File: config.mk
export PLATFORM = sky130hd
export DESIGN_NAME = freq_offset_counter
export DESIGN_NICKNAME = d
export VERILOG_FILES = /design/src/rtl/foc_pkg.sv /design/src/rtl/foc_ctrl.sv /design/src/rtl/foc_window.sv /design/src/rtl/foc_accum.sv /design/src/rtl/freq_offset_counter.sv
export SDC_FILE = /design/constraint.sdc
export NUM_CORES = 1
export LEC_CHECK = 0
export BUFFER_PORTS_ARGS = -buffer_cell sky130_fd_sc_hd__buf_2
export CAP_MARGIN = 30
export CORE_MARGIN = 2
export CORE_UTILIZATION = 55
export CTS_CLUSTER_DIAMETER = 60
export DETAILED_ROUTE_END_ITERATION = 8
export PLACE_DENSITY = 0.76
export SYNTH_ARGS = -nofsm -noshare
export SYNTH_HDL_FRONTEND = slang
export SYNTH_SLANG_ARGS = --single-unit
File: constraint.sdc
create_clock -name clk -period 2.5 [get_ports clk]
set_clock_uncertainty 0.05 [all_clocks]
set_input_delay 0.375 -clock clk [delete_from_list [all_inputs] [get_ports clk]]
set_output_delay 0.375 -clock clk [all_outputs]
set_load 0.02 [all_outputs]
File: src/rtl/foc_pkg.sv
package foc_pkg;
  typedef enum logic [1:0] {
    FOC_OFF  = 2'b00,
    FOC_UP   = 2'b01,
    FOC_DN   = 2'b10,
    FOC_BOTH = 2'b11
  } foc_mode_e;
endpackage

File: src/rtl/foc_ctrl.sv
module foc_ctrl
  import foc_pkg::*;
#(
  parameter int WSEL_W = 2,
  localparam int CTRL_W = 2 + WSEL_W
) (
  input  logic              clk,
  input  logic              rst_n,
  input  logic              wr,
  input  logic [CTRL_W-1:0] wdata,
  input  logic              last_sym,
  output foc_mode_e         mode,
  output logic [WSEL_W-1:0] wsel,
  output logic              run,
  output logic              done
);
  always_ff @(posedge clk) begin
    if (!rst_n) begin
      mode <= FOC_OFF;
      wsel <= '0;
      run  <= 1'b0;
      done <= 1'b0;
    end else if (wr) begin
      mode <= foc_mode_e'(wdata[1:0]);
      wsel <= wdata[CTRL_W-1:2];
      run  <= (wdata[1:0] != 2'b00);
      done <= 1'b0;
    end else if (run && last_sym) begin
      run  <= 1'b0;
      done <= 1'b1;
    end
  end

  AST_OFF_IDLE: assert property (@(posedge clk) disable iff (!rst_n)
    (wr && wdata[1:0] == 2'b00) |=> (!done && !run));
  AST_DONE_STOPS: assert property (@(posedge clk) disable iff (!rst_n)
    done |-> !run);
endmodule

File: src/rtl/foc_window.sv
module foc_window #(
  parameter int WSEL_W   = 2,
  parameter int WIN_LOG0 = 3,
  localparam int NSEL  = 1 << WSEL_W,
  localparam int SYM_W = WIN_LOG0 + NSEL - 1
) (
  input  logic              clk,
  input  logic              rst_n,
  input  logic              clr,
  input  logic              run,
  input  logic              sym_tick,
  input  logic [WSEL_W-1:0] wsel,
  output logic              last_sym
);
  logic [SYM_W-1:0] cnt;
  logic [SYM_W-1:0] last_idx [NSEL];

  for (genvar g = 0; g < NSEL; g++) begin : g_len
    assign last_idx[g] = SYM_W'((1 << (WIN_LOG0 + g)) - 1);
  end

  assign last_sym = run && !clr && sym_tick && (cnt == last_idx[wsel]);

  always_ff @(posedge clk) begin
    if (!rst_n || clr) cnt <= '0;
    else if (run && sym_tick && !last_sym) cnt <= cnt + 1'b1;
  end

  AST_WIN_BOUND: assert property (@(posedge clk) disable iff (!rst_n)
    run |-> (cnt <= last_idx[wsel]));
endmodule

File: src/rtl/foc_accum.sv
module foc_accum
  import foc_pkg::*;
#(
  parameter int RES_W = 8
) (
  input  logic                    clk,
  input  logic                    rst_n,
  input  logic                    clr,
  input  logic                    run,
  input  foc_mode_e               mode,
  input  logic                    up,
  input  logic                    dn,
  output logic signed [RES_W-1:0] acc_next
);
  localparam logic signed [RES_W-1:0] ACC_MAX = {1'b0, {(RES_W-1){1'b1}}};
  localparam logic signed [RES_W-1:0] ACC_MIN = {1'b1, {(RES_W-1){1'b0}}};

  logic signed [RES_W-1:0] acc;
  logic up_en, dn_en, inc, dec;

  assign up_en = up && mode[0];
  assign dn_en = dn && mode[1];
  assign inc   = up_en && !dn_en && (acc != ACC_MAX);
  assign dec   = dn_en && !up_en && (acc != ACC_MIN);

  always_comb begin
    acc_next = acc;
    if (clr)           acc_next = '0;
    else if (run) begin
      if (inc)         acc_next = acc + 1'b1;
      else if (dec)    acc_next = acc - 1'b1;
    end
  end

  always_ff @(posedge clk) begin
    if (!rst_n) acc <= '0;
    else        acc <= acc_next;
  end

  AST_SAT_TOP: assert property (@(posedge clk) disable iff (!rst_n)
    (run && !clr && acc == ACC_MAX && up && mode[0] && !(dn && mode[1])) |=> (acc == ACC_MAX));
  AST_UP_NONNEG: assert property (@(posedge clk) disable iff (!rst_n)
    (mode == FOC_UP) |-> !acc[RES_W-1]);
  AST_DN_NONPOS: assert property (@(posedge clk) disable iff (!rst_n)
    (mode == FOC_DN) |-> (acc[RES_W-1] || acc == '0));
endmodule

File: src/rtl/freq_offset_counter.sv
module freq_offset_counter
  import foc_pkg::*;
#(
  parameter int RES_W    = 8,
  parameter int WSEL_W   = 2,
  parameter int WIN_LOG0 = 3,
  localparam int CTRL_W  = 2 + WSEL_W
) (
  input  logic              clk,
  input  logic              rst_n,
  input  logic              ctrl_wr,
  input  logic [CTRL_W-1:0] ctrl_data,
  input  logic              up_pulse,
  input  logic              dn_pulse,
  input  logic              sym_tick,
  output logic [RES_W-1:0]  result,
  output logic              done
);
  foc_mode_e               mode;
  logic [WSEL_W-1:0]       wsel;
  logic                    run, last_sym;
  logic signed [RES_W-1:0] acc_next;

  foc_ctrl #(.WSEL_W(WSEL_W)) u_ctrl (
    .clk(clk), .rst_n(rst_n), .wr(ctrl_wr), .wdata(ctrl_data),
    .last_sym(last_sym), .mode(mode), .wsel(wsel), .run(run), .done(done)
  );

  foc_window #(.WSEL_W(WSEL_W), .WIN_LOG0(WIN_LOG0)) u_window (
    .clk(clk), .rst_n(rst_n), .clr(ctrl_wr), .run(run),
    .sym_tick(sym_tick), .wsel(wsel), .last_sym(last_sym)
  );

  foc_accum #(.RES_W(RES_W)) u_accum (
    .clk(clk), .rst_n(rst_n), .clr(ctrl_wr), .run(run), .mode(mode),
    .up(up_pulse), .dn(dn_pulse), .acc_next(acc_next)
  );

  always_ff @(posedge clk) begin
    if (!rst_n)        result <= '0;
    else if (last_sym) result <= acc_next;
  end

  AST_RESULT_ON_DONE: assert property (@(posedge clk) disable iff (!rst_n)
    !$stable(result) |-> $rose(done));
endmodule

; Word level (Yosys, flattened, before mapping)
; Cells that the tools add are included.
[op_classes]
n_addsub = 3
order_cmp = 1
n_eq_ne = 3
mux = 9
bitwise_logic = 2
n_reduce_logical = 21
[op_table]
columns = cell, count
row1 = $mux 8, 4
row2 = $ne 8x8->1 const B, 2
row3 = $bmux 6 s2, 1
row4 = $logic_and 1x1->1, 12
row5 = $mux 6, 2
row6 = $add 8x1->8 const B, 1
row7 = $sub 8x1->8 const B, 1
row8 = $add 6x1->6 const B, 1
row9 = $eq 6x6->1, 1
row10 = $logic_not 1->1, 5
row11 = $reduce_bool 2->1, 2
row12 = $ge 3x3->1 const B, 1
row13 = $not 2->3, 1
row14 = $mux 1, 2
row15 = $reduce_or 2->1, 1
row16 = $logic_or 1x1->1, 1
row17 = $not 1->1, 1
[word_totals]
ff_bits = 28
inputBits = 10
out_inout_bits = 9
elab_cells = 46

; Longest topological paths before layout
; Gate-level depths: netlist of run 1.
[logic_depth]
word_depth = 9
ltp_mapped = 8
ltp_nobuf = 8

; Cells and area by module
; From an unflattened synthesis of run 1, not the netlist that was laid out.
[hier_totals]
hier_cells = 201
area_unflattened_um2 = 1700.4
[by_module_without_submodules]
columns = module, instances, cells_each, area_per_inst_um2, seq_area_each_um2
row1 = foc_accum, 1, 110, 802.0, 160.2
row2 = foc_window, 1, 46, 366.6, 120.1
row3 = freq_offset_counter, 1, 25, 301.5, 160.2
row4 = foc_ctrl, 1, 20, 230.2, 120.1

; Least setup slack after synthesis of run 1
; Ideal clock, no wire load.
[synth_timing]
kind = register to register
startpoint = reg u_accum.acc[0]
endpoint = reg result[1]
setup_time_ns = 0.127
arrival_time_ns = 1.824
t_required_ns = 2.323
path_slack_ns = 0.499
path_stages_with_launch = 8
n_path_buf = 0
synth_period_minus_slack_ns = 2.001
path_cell_list = dfxtp_1 > inv_1 > ha_1 > and4bb_2 > a221oi_1 > o21ai_0 > a221oi_1 > o2bb2ai_2
[synth_via]
elab_chain_cells = 6
elab_cells_between_ends = 10
cone_classes = add/sub: 2 / eq/ne: 2 / mux: 4 / reduce/logical: 2
[synth_lines]
columns = item, line
row1 = from (decl), foc_accum.sv:18  ; logic signed [RES_W-1:0] acc;
row2 = from (signal assigned), foc_accum.sv:37  ; else acc <= acc_next;
row3 = "parallel branches: the longest is 3 deep, another holds $sub 8x1->8", n/a
row4 = $mux 8 *, foc_accum.sv:30  ; if (inc) acc_next = acc + 1'b1;
row5 = $mux 8 *, foc_accum.sv:29  ; else if (run) begin
row6 = $mux 8 *, foc_accum.sv:28  ; if (clr) acc_next = '0;
row7 = to (signal assigned), freq_offset_counter.sv:41  ; else if (last_sym) result <= acc_next;
row8 = to (decl), freq_offset_counter.sv:16  ; output logic [RES_W-1:0] result,
; Every way passes the cells marked *.
; A chain may end at the register's enable or synchronous reset.

; Worst setup path after layout of run 1
[layout_timing]
startpoint = reg u_accum.acc[1]
endpoint = reg result[2]
; Same word-level chain as after synthesis.

==> flow_summary.ini, run 1 <==
[outcome]
status = finished clean

[run]
cap_violations = 0

[sta]
setup_viol = 0
rsz0062_at_grt = false
clock.fmax_ghz = 0.4481
fin_crit_ps = 2232
slew_headroom_pct = 50.38
worst_pin_slew_ps = 744.2
slew_viol_final = 0
hold_slack_ps = 263.8
period_share_pct = 89.27
hold_violations = 0
tns_ps = 0

[power_and_ir_drop]
switching_share_pct = 24.09
power.density_nw_per_um2 = 434.4
combPwrFrac_pct = 9.1
power_frac_seq_pct = 65.7
switchingPower_uw = 170.5
pwr-share-clk_pct = 25.2
p_leak_uw = 0.0005909
p_int_uw = 537.3
irDropWorstVdd_uv = 403.8

[global_routing]
grt_overflow = 0
grt_antenna_before_repair = 0
grt_max_degree = 16
grt_pass1_vias = 1129
track_usage_pct = 19.99
grt_pass1_wl_mm = 5.133

[drt]
post_drt_wl_per_cell_um = 14.86
vias_per_cell = 5.937
dr.pass1.iters = 4
drt_wl_total_mm = 3.047
drt_iter0_markers = 57
drc = 0
ant_nets = 0
dr_total_vias = 1217

[worst_setup_path]
crit_path_start = u_accum.acc[1]$_SDFF_PN0_
cp.arrival_ps = 2380
r2r_start = u_accum.acc[1]$_SDFF_PN0_
end_kind = flop
critical_path_class = flop to flop
crit_path_start_kind = flop
reg2reg_slack_ps = 270
critPathRequiredTime_ps = 2650
crit_fanout = 6

[logic_synthesis]
synth.area.top_cells = dfxtp_1 (37%), o2bb2ai_2 (7.0%), xnor2_1 (5.9%)
synth_top_area_share_pct = 37.49
yosysUniqueCellTypes = 41
synth_edf_count = 0
synth_flop_cell = dfxtp_1
syn_avg_cell_area_um2 = 9.463
synthTopCellsByCount = dfxtp_1 (28), nor2_1 (19), xnor2_1 (10), nand2_1 (9)
yosysTopAreaCell = dfxtp_1
seq_area_frac_synth_pct = 37.49
ys_ff_latch = 28
synth.most_common_cell = dfxtp_1
ys_async_sr_fraction_pct = 0
syn_inst = 158
ys_warn_count = 0
syn_area_um2 = 1495
syn_nets = 172

[floorplanning]
coreArea_um2 = 2522
die_y_um = 56.14
start_util_pct = 59.28
fp-row-count = 18
dieWidth_um = 56.14
dieArea_um2 = 3152
ios = 19

[final_layout]
drive_gt1_share_pct = 22.29
finalNonFillerCells = 205
nNetsFinal = 191
synthToLayoutAreaGrowth_pct = 8.954
diodes = 0
final_util_pct = 64.58

[clocking]
clkLatencyLatePin_ps = 320
cts_sinks = 28
cts_tree = yes
clock_tree.buffer_depth = 2
htreeDepth = 1
cts_buffers = 3
postCtsSetupRepairBufs = 0
path_clk_slew_ps = 140
cts-root-buf = clkbuf_4

[placement]
hpwl_mm = 2.269
io_buffers = 18
routabilityCongestion = 0.9420
place_inst = 202

[hold_path]
hold_path_class = primary input to flop
hp-start = ctrl_data[3]
==> what timing repair did <==
action	4_1_cts	5_1_grt
endpoints found under the setup margin	0	2
hold buffers	0	0
resized for setup	0	1
==> layout by cell type, fill, tap and decap left out, types with 2 or more instances in the layout <==
cell,n
dfxtp_1,28
nor2_1,19
buf_2,18
xnor2_1,10
nand2_1,9
and2_1,7
o2bb2ai_2,7
inv_1,5
nor3_1,5
o21ai_0,5
nand4_1,5
nor2b_1,5
a21oi_1,4
nand3_1,4
mux2i_1,4
ha_1,4
xor2_1,3
clkbuf_4,3
buf_4,3
nand2b_1,2
a31o_2,2
o31ai_1,2
nor4_1,2
==> final cells by class <==
cell class	instances	area [um^2]
inverter	5	18.77
sequential	28	560.5
fill	218	893.4
timing repair buffer	21	112.6
clock buffer	3	22.52
multi-input combinational	118	877.1
tap	30	37.54
==> metrics by stage <==
| step | total power [uW] | worst slack (ps) | cell area, um^2 |
|---|---|---|---|
| after floorplan | 518.2 | 499.2 | 1495 |
| after global placement | 535.7 | 351.8 | 1600 |
| after detailed placement | 537.4 | 301.5 | 1600 |
| after CTS | 710.2 | 278.8 | 1623 |
| after global routing | 738.1 | 43.19 | 1629 |
| final | 707.7 | 268.2 | 1629 |
==> worst paths after layout <==
check | end | cells past startpoint
max reg2reg | result[2]$_SDFFE_PN0P_ | 8
min | u_ctrl.wsel[1]$_SDFFE_PN0P_ | 3
min reg2reg | u_ctrl.done$_SDFFE_PP0P_ | 2
max | result[2]$_SDFFE_PN0P_ | 8
==> metal layers <==
metal / GRT usage [%] / share of wire [%]
met2: 29.58 / 42
met4: 4.422 / 1.1
met3: 4.419 / 6.2
met5: 0 / 0
met1: 29.60 / 51
==> power by group through the flow <==
stage          sequential, uW  clock [uW]  combinational, uW
3_3_place_gp              474           0               61.9
6_report                  465         178               64.6
4_1_cts                   464         182               63.6
2_1_floorplan             468           0               50.0
5_1_grt                   466         201               71.4
3_5_place_dp              474           0               63.2
==> worst max-delay path, cell delays in order (launching register included) <==
cell       delay [ps]
dfxtp_1           460
inv_1             110
ha_1              190
and4bb_2          250
a221oi_1          380
and2_1            230
a22o_1            150
xnor2_1           210
o2bb2ai_4         100
==> state kept, by name, indices dropped and copies added (netlist names) <==
register	count
result	8
u_accum.acc	8
u_ctrl.done	1
u_ctrl.mode	2
u_ctrl.run	1
u_ctrl.wsel	2
u_window.cnt	6
==> cell families after synthesis <==
| kind of cell | share of synthesized area [%] |
|---|---|
| mux | 3.431 |
| fa+ha+maj | 3.347 |
| xor+xnor | 7.615 |
| compound gates | 20.42 |
| simple gates | 23.43 |
| flops | 37.49 |
| buf+inv | 4.268 |
Power figures use the tool's default switching activity.
==> run 2, diff against run 1 <==
Settings changed: BUFFER_PORTS_ARGS -buffer_cell sky130_fd_sc_hd__buf_2 to default, CORE_MARGIN 2 to default, DONT_BUFFER_PORTS from default to 1, GPL_TIMING_DRIVEN from default to 1, PLACE_DENSITY 0.76 to 0.7.
==> run 2 against run 1 <==
Final cell count is 8.3% lower. Clock power is 27% higher. Largest power group unchanged. Power is 5.1% higher. Combinational power shrank 19%. Core utilization down 3.0 points. Critical path depth down 1. Critical endpoint is now result[1]$_SDFFE_PN0P_.
==> flow_summary.ini, run 2 (synthesized netlist as in run 1, its figures left out) <==
[floorplanning]
start_util_pct = 59.28
dieWidth_um = 54.14
dieArea_um2 = 2931
coreArea_um2 = 2522
ios = 19
die_y_um = 54.14
fp-row-count = 18

[global_routing]
grt_pass1_wl_mm = 4.947
grt_overflow = 0
grt_antenna_before_repair = 0
grt_max_degree = 16
track_usage_pct = 23.57
grt_pass1_vias = 1103

[placement]
routabilityCongestion = 0.9280
hpwl_mm = 2.174
io_buffers = 0
dpl_worst_slack_ps = 207.9
dpl-instance-area_um2 = 1510

[sta]
setup_viol = 0
fin_crit_ps = 2236
setup_ws_ps = 263.6
clock.fmax_ghz = 0.4471
slew_headroom_pct = 45.48
tns_ps = 0
hold_violations = 0
worst_pin_slew_ps = 817.8
slew_viol_final = 0
rsz0062_at_grt = false
period_share_pct = 89.46

[clocking]
clock_tree.buffer_depth = 2
htreeDepth = 1
clkLatencyLatePin_ps = 340
cts-root-buf = clkbuf_4
postCtsSetupRepairBufs = 0
cts_tree = yes
cts_sinks = 28
path_clk_slew_ps = 160
cts_buffers = 3

[worst_setup_path]
cp.arrival_ps = 2420
crit_fanout = 6
crit_path_start_kind = flop
critical_path_class = flop to flop
critPathRequiredTime_ps = 2680
end_kind = flop

[final_layout]
fillerInstances = 229
mostFrequentLayoutCells = dfxtp_1 (28), nor2_1 (19), xnor2_1 (10)
final_common_cell = dfxtp_1
diodes = 0
drive_gt1_share_pct = 13.92
nNetsFinal = 173
final_cell_area_um2 = 1553
synthToLayoutAreaGrowth_pct = 3.849
biggestRegsByFlops = result: 8 flops, u_accum.acc: 8 flops, u_window.cnt: 6 flops

[outcome]
status = finished clean

[drt]
post_drt_wl_per_cell_um = 15.96
drc = 0
dr_total_vias = 1136
ant_nets = 0
dr.pass1.iters = 5
drt_iter0_markers = 41
vias_per_cell = 6.043
drt_wl_total_mm = 3.001

[power_and_ir_drop]
irDropWorstVdd_uv = 418.4
p_leak_uw = 0.0005123
power.density_nw_per_um2 = 478.9
power_uw = 743.6

[hold_path]
hold_path_class = primary input to flop

[run]
cap_violations = 0
run 2: what timing repair did:
item,4_1_cts,5_1_grt
setup endpoints to repair,0,1
hold buffers,0,0
resized for setup,0,1
run 2: layout make-up:
| cell class | count | area, um^2 | share of cell area [%] |
|---|---|---|---|
| flip-flops and latches | 28 | 560.5 | 36.10 |
| multi-input cells | 118 | 877.1 | 56.49 |
| clock buffers | 4 | 36.28 | 2.337 |
| repair buffers | 3 | 22.52 | 1.450 |
| inverters | 5 | 18.77 | 1.209 |
| well taps | 30 | 37.54 | 2.417 |
run 2: critical path, stage by stage (launching register included):
cell	delay, ps
dfxtp_1	470
inv_1	100
ha_1	190
and4bb_2	240
a221oi_1	390
o21ai_0	250
a221oi_2	350
o2bb2ai_2	90
run 2: worst paths after layout:
kind | slack [ps] | startpoint | endpoint | cells past startpoint
worst max register to register | 260 | u_accum.acc[1]$_SDFF_PN0_ | result[1]$_SDFFE_PN0P_ | 7
worst min-delay path | 90 | rst_n | u_ctrl.run$_SDFFE_PN0P_ | 2
worst max-delay path | 260 | u_accum.acc[1]$_SDFF_PN0_ | result[1]$_SDFFE_PN0P_ | 7
worst min register to register | 460 | u_window.cnt[1]$_SDFFE_PP0P_ | u_window.cnt[1]$_SDFFE_PP0P_ | 2
run 2: per-layer routing:
layer / vias up / share of wire [%] / GRT usage (%)
met2: 48 / 40 / 35.37
met3: 7 / 7.2 / 3.955
met5: - / 0 / 0
li1: 560 / - / -
met1: 521 / 50 / 32.71
met4: 0 / 2.0 / 10.26
run 2: stage by stage:
step	hold slack, ps	std cells	util [%]
floorplan	420.9	158	-
global placement	434.0	184	59.87
detailed placement	444.0	184	59.87
CTS	80.09	188	61.31
global route	78.33	188	61.56
finish	91.73	188	61.56
run 2: where the power goes:
part           total [uW]  switching [uW]  internal, uW
clock                 226             137          89.3
sequential            465            11.2           453
combinational        52.6            29.6          23.0
total                 744             178           566
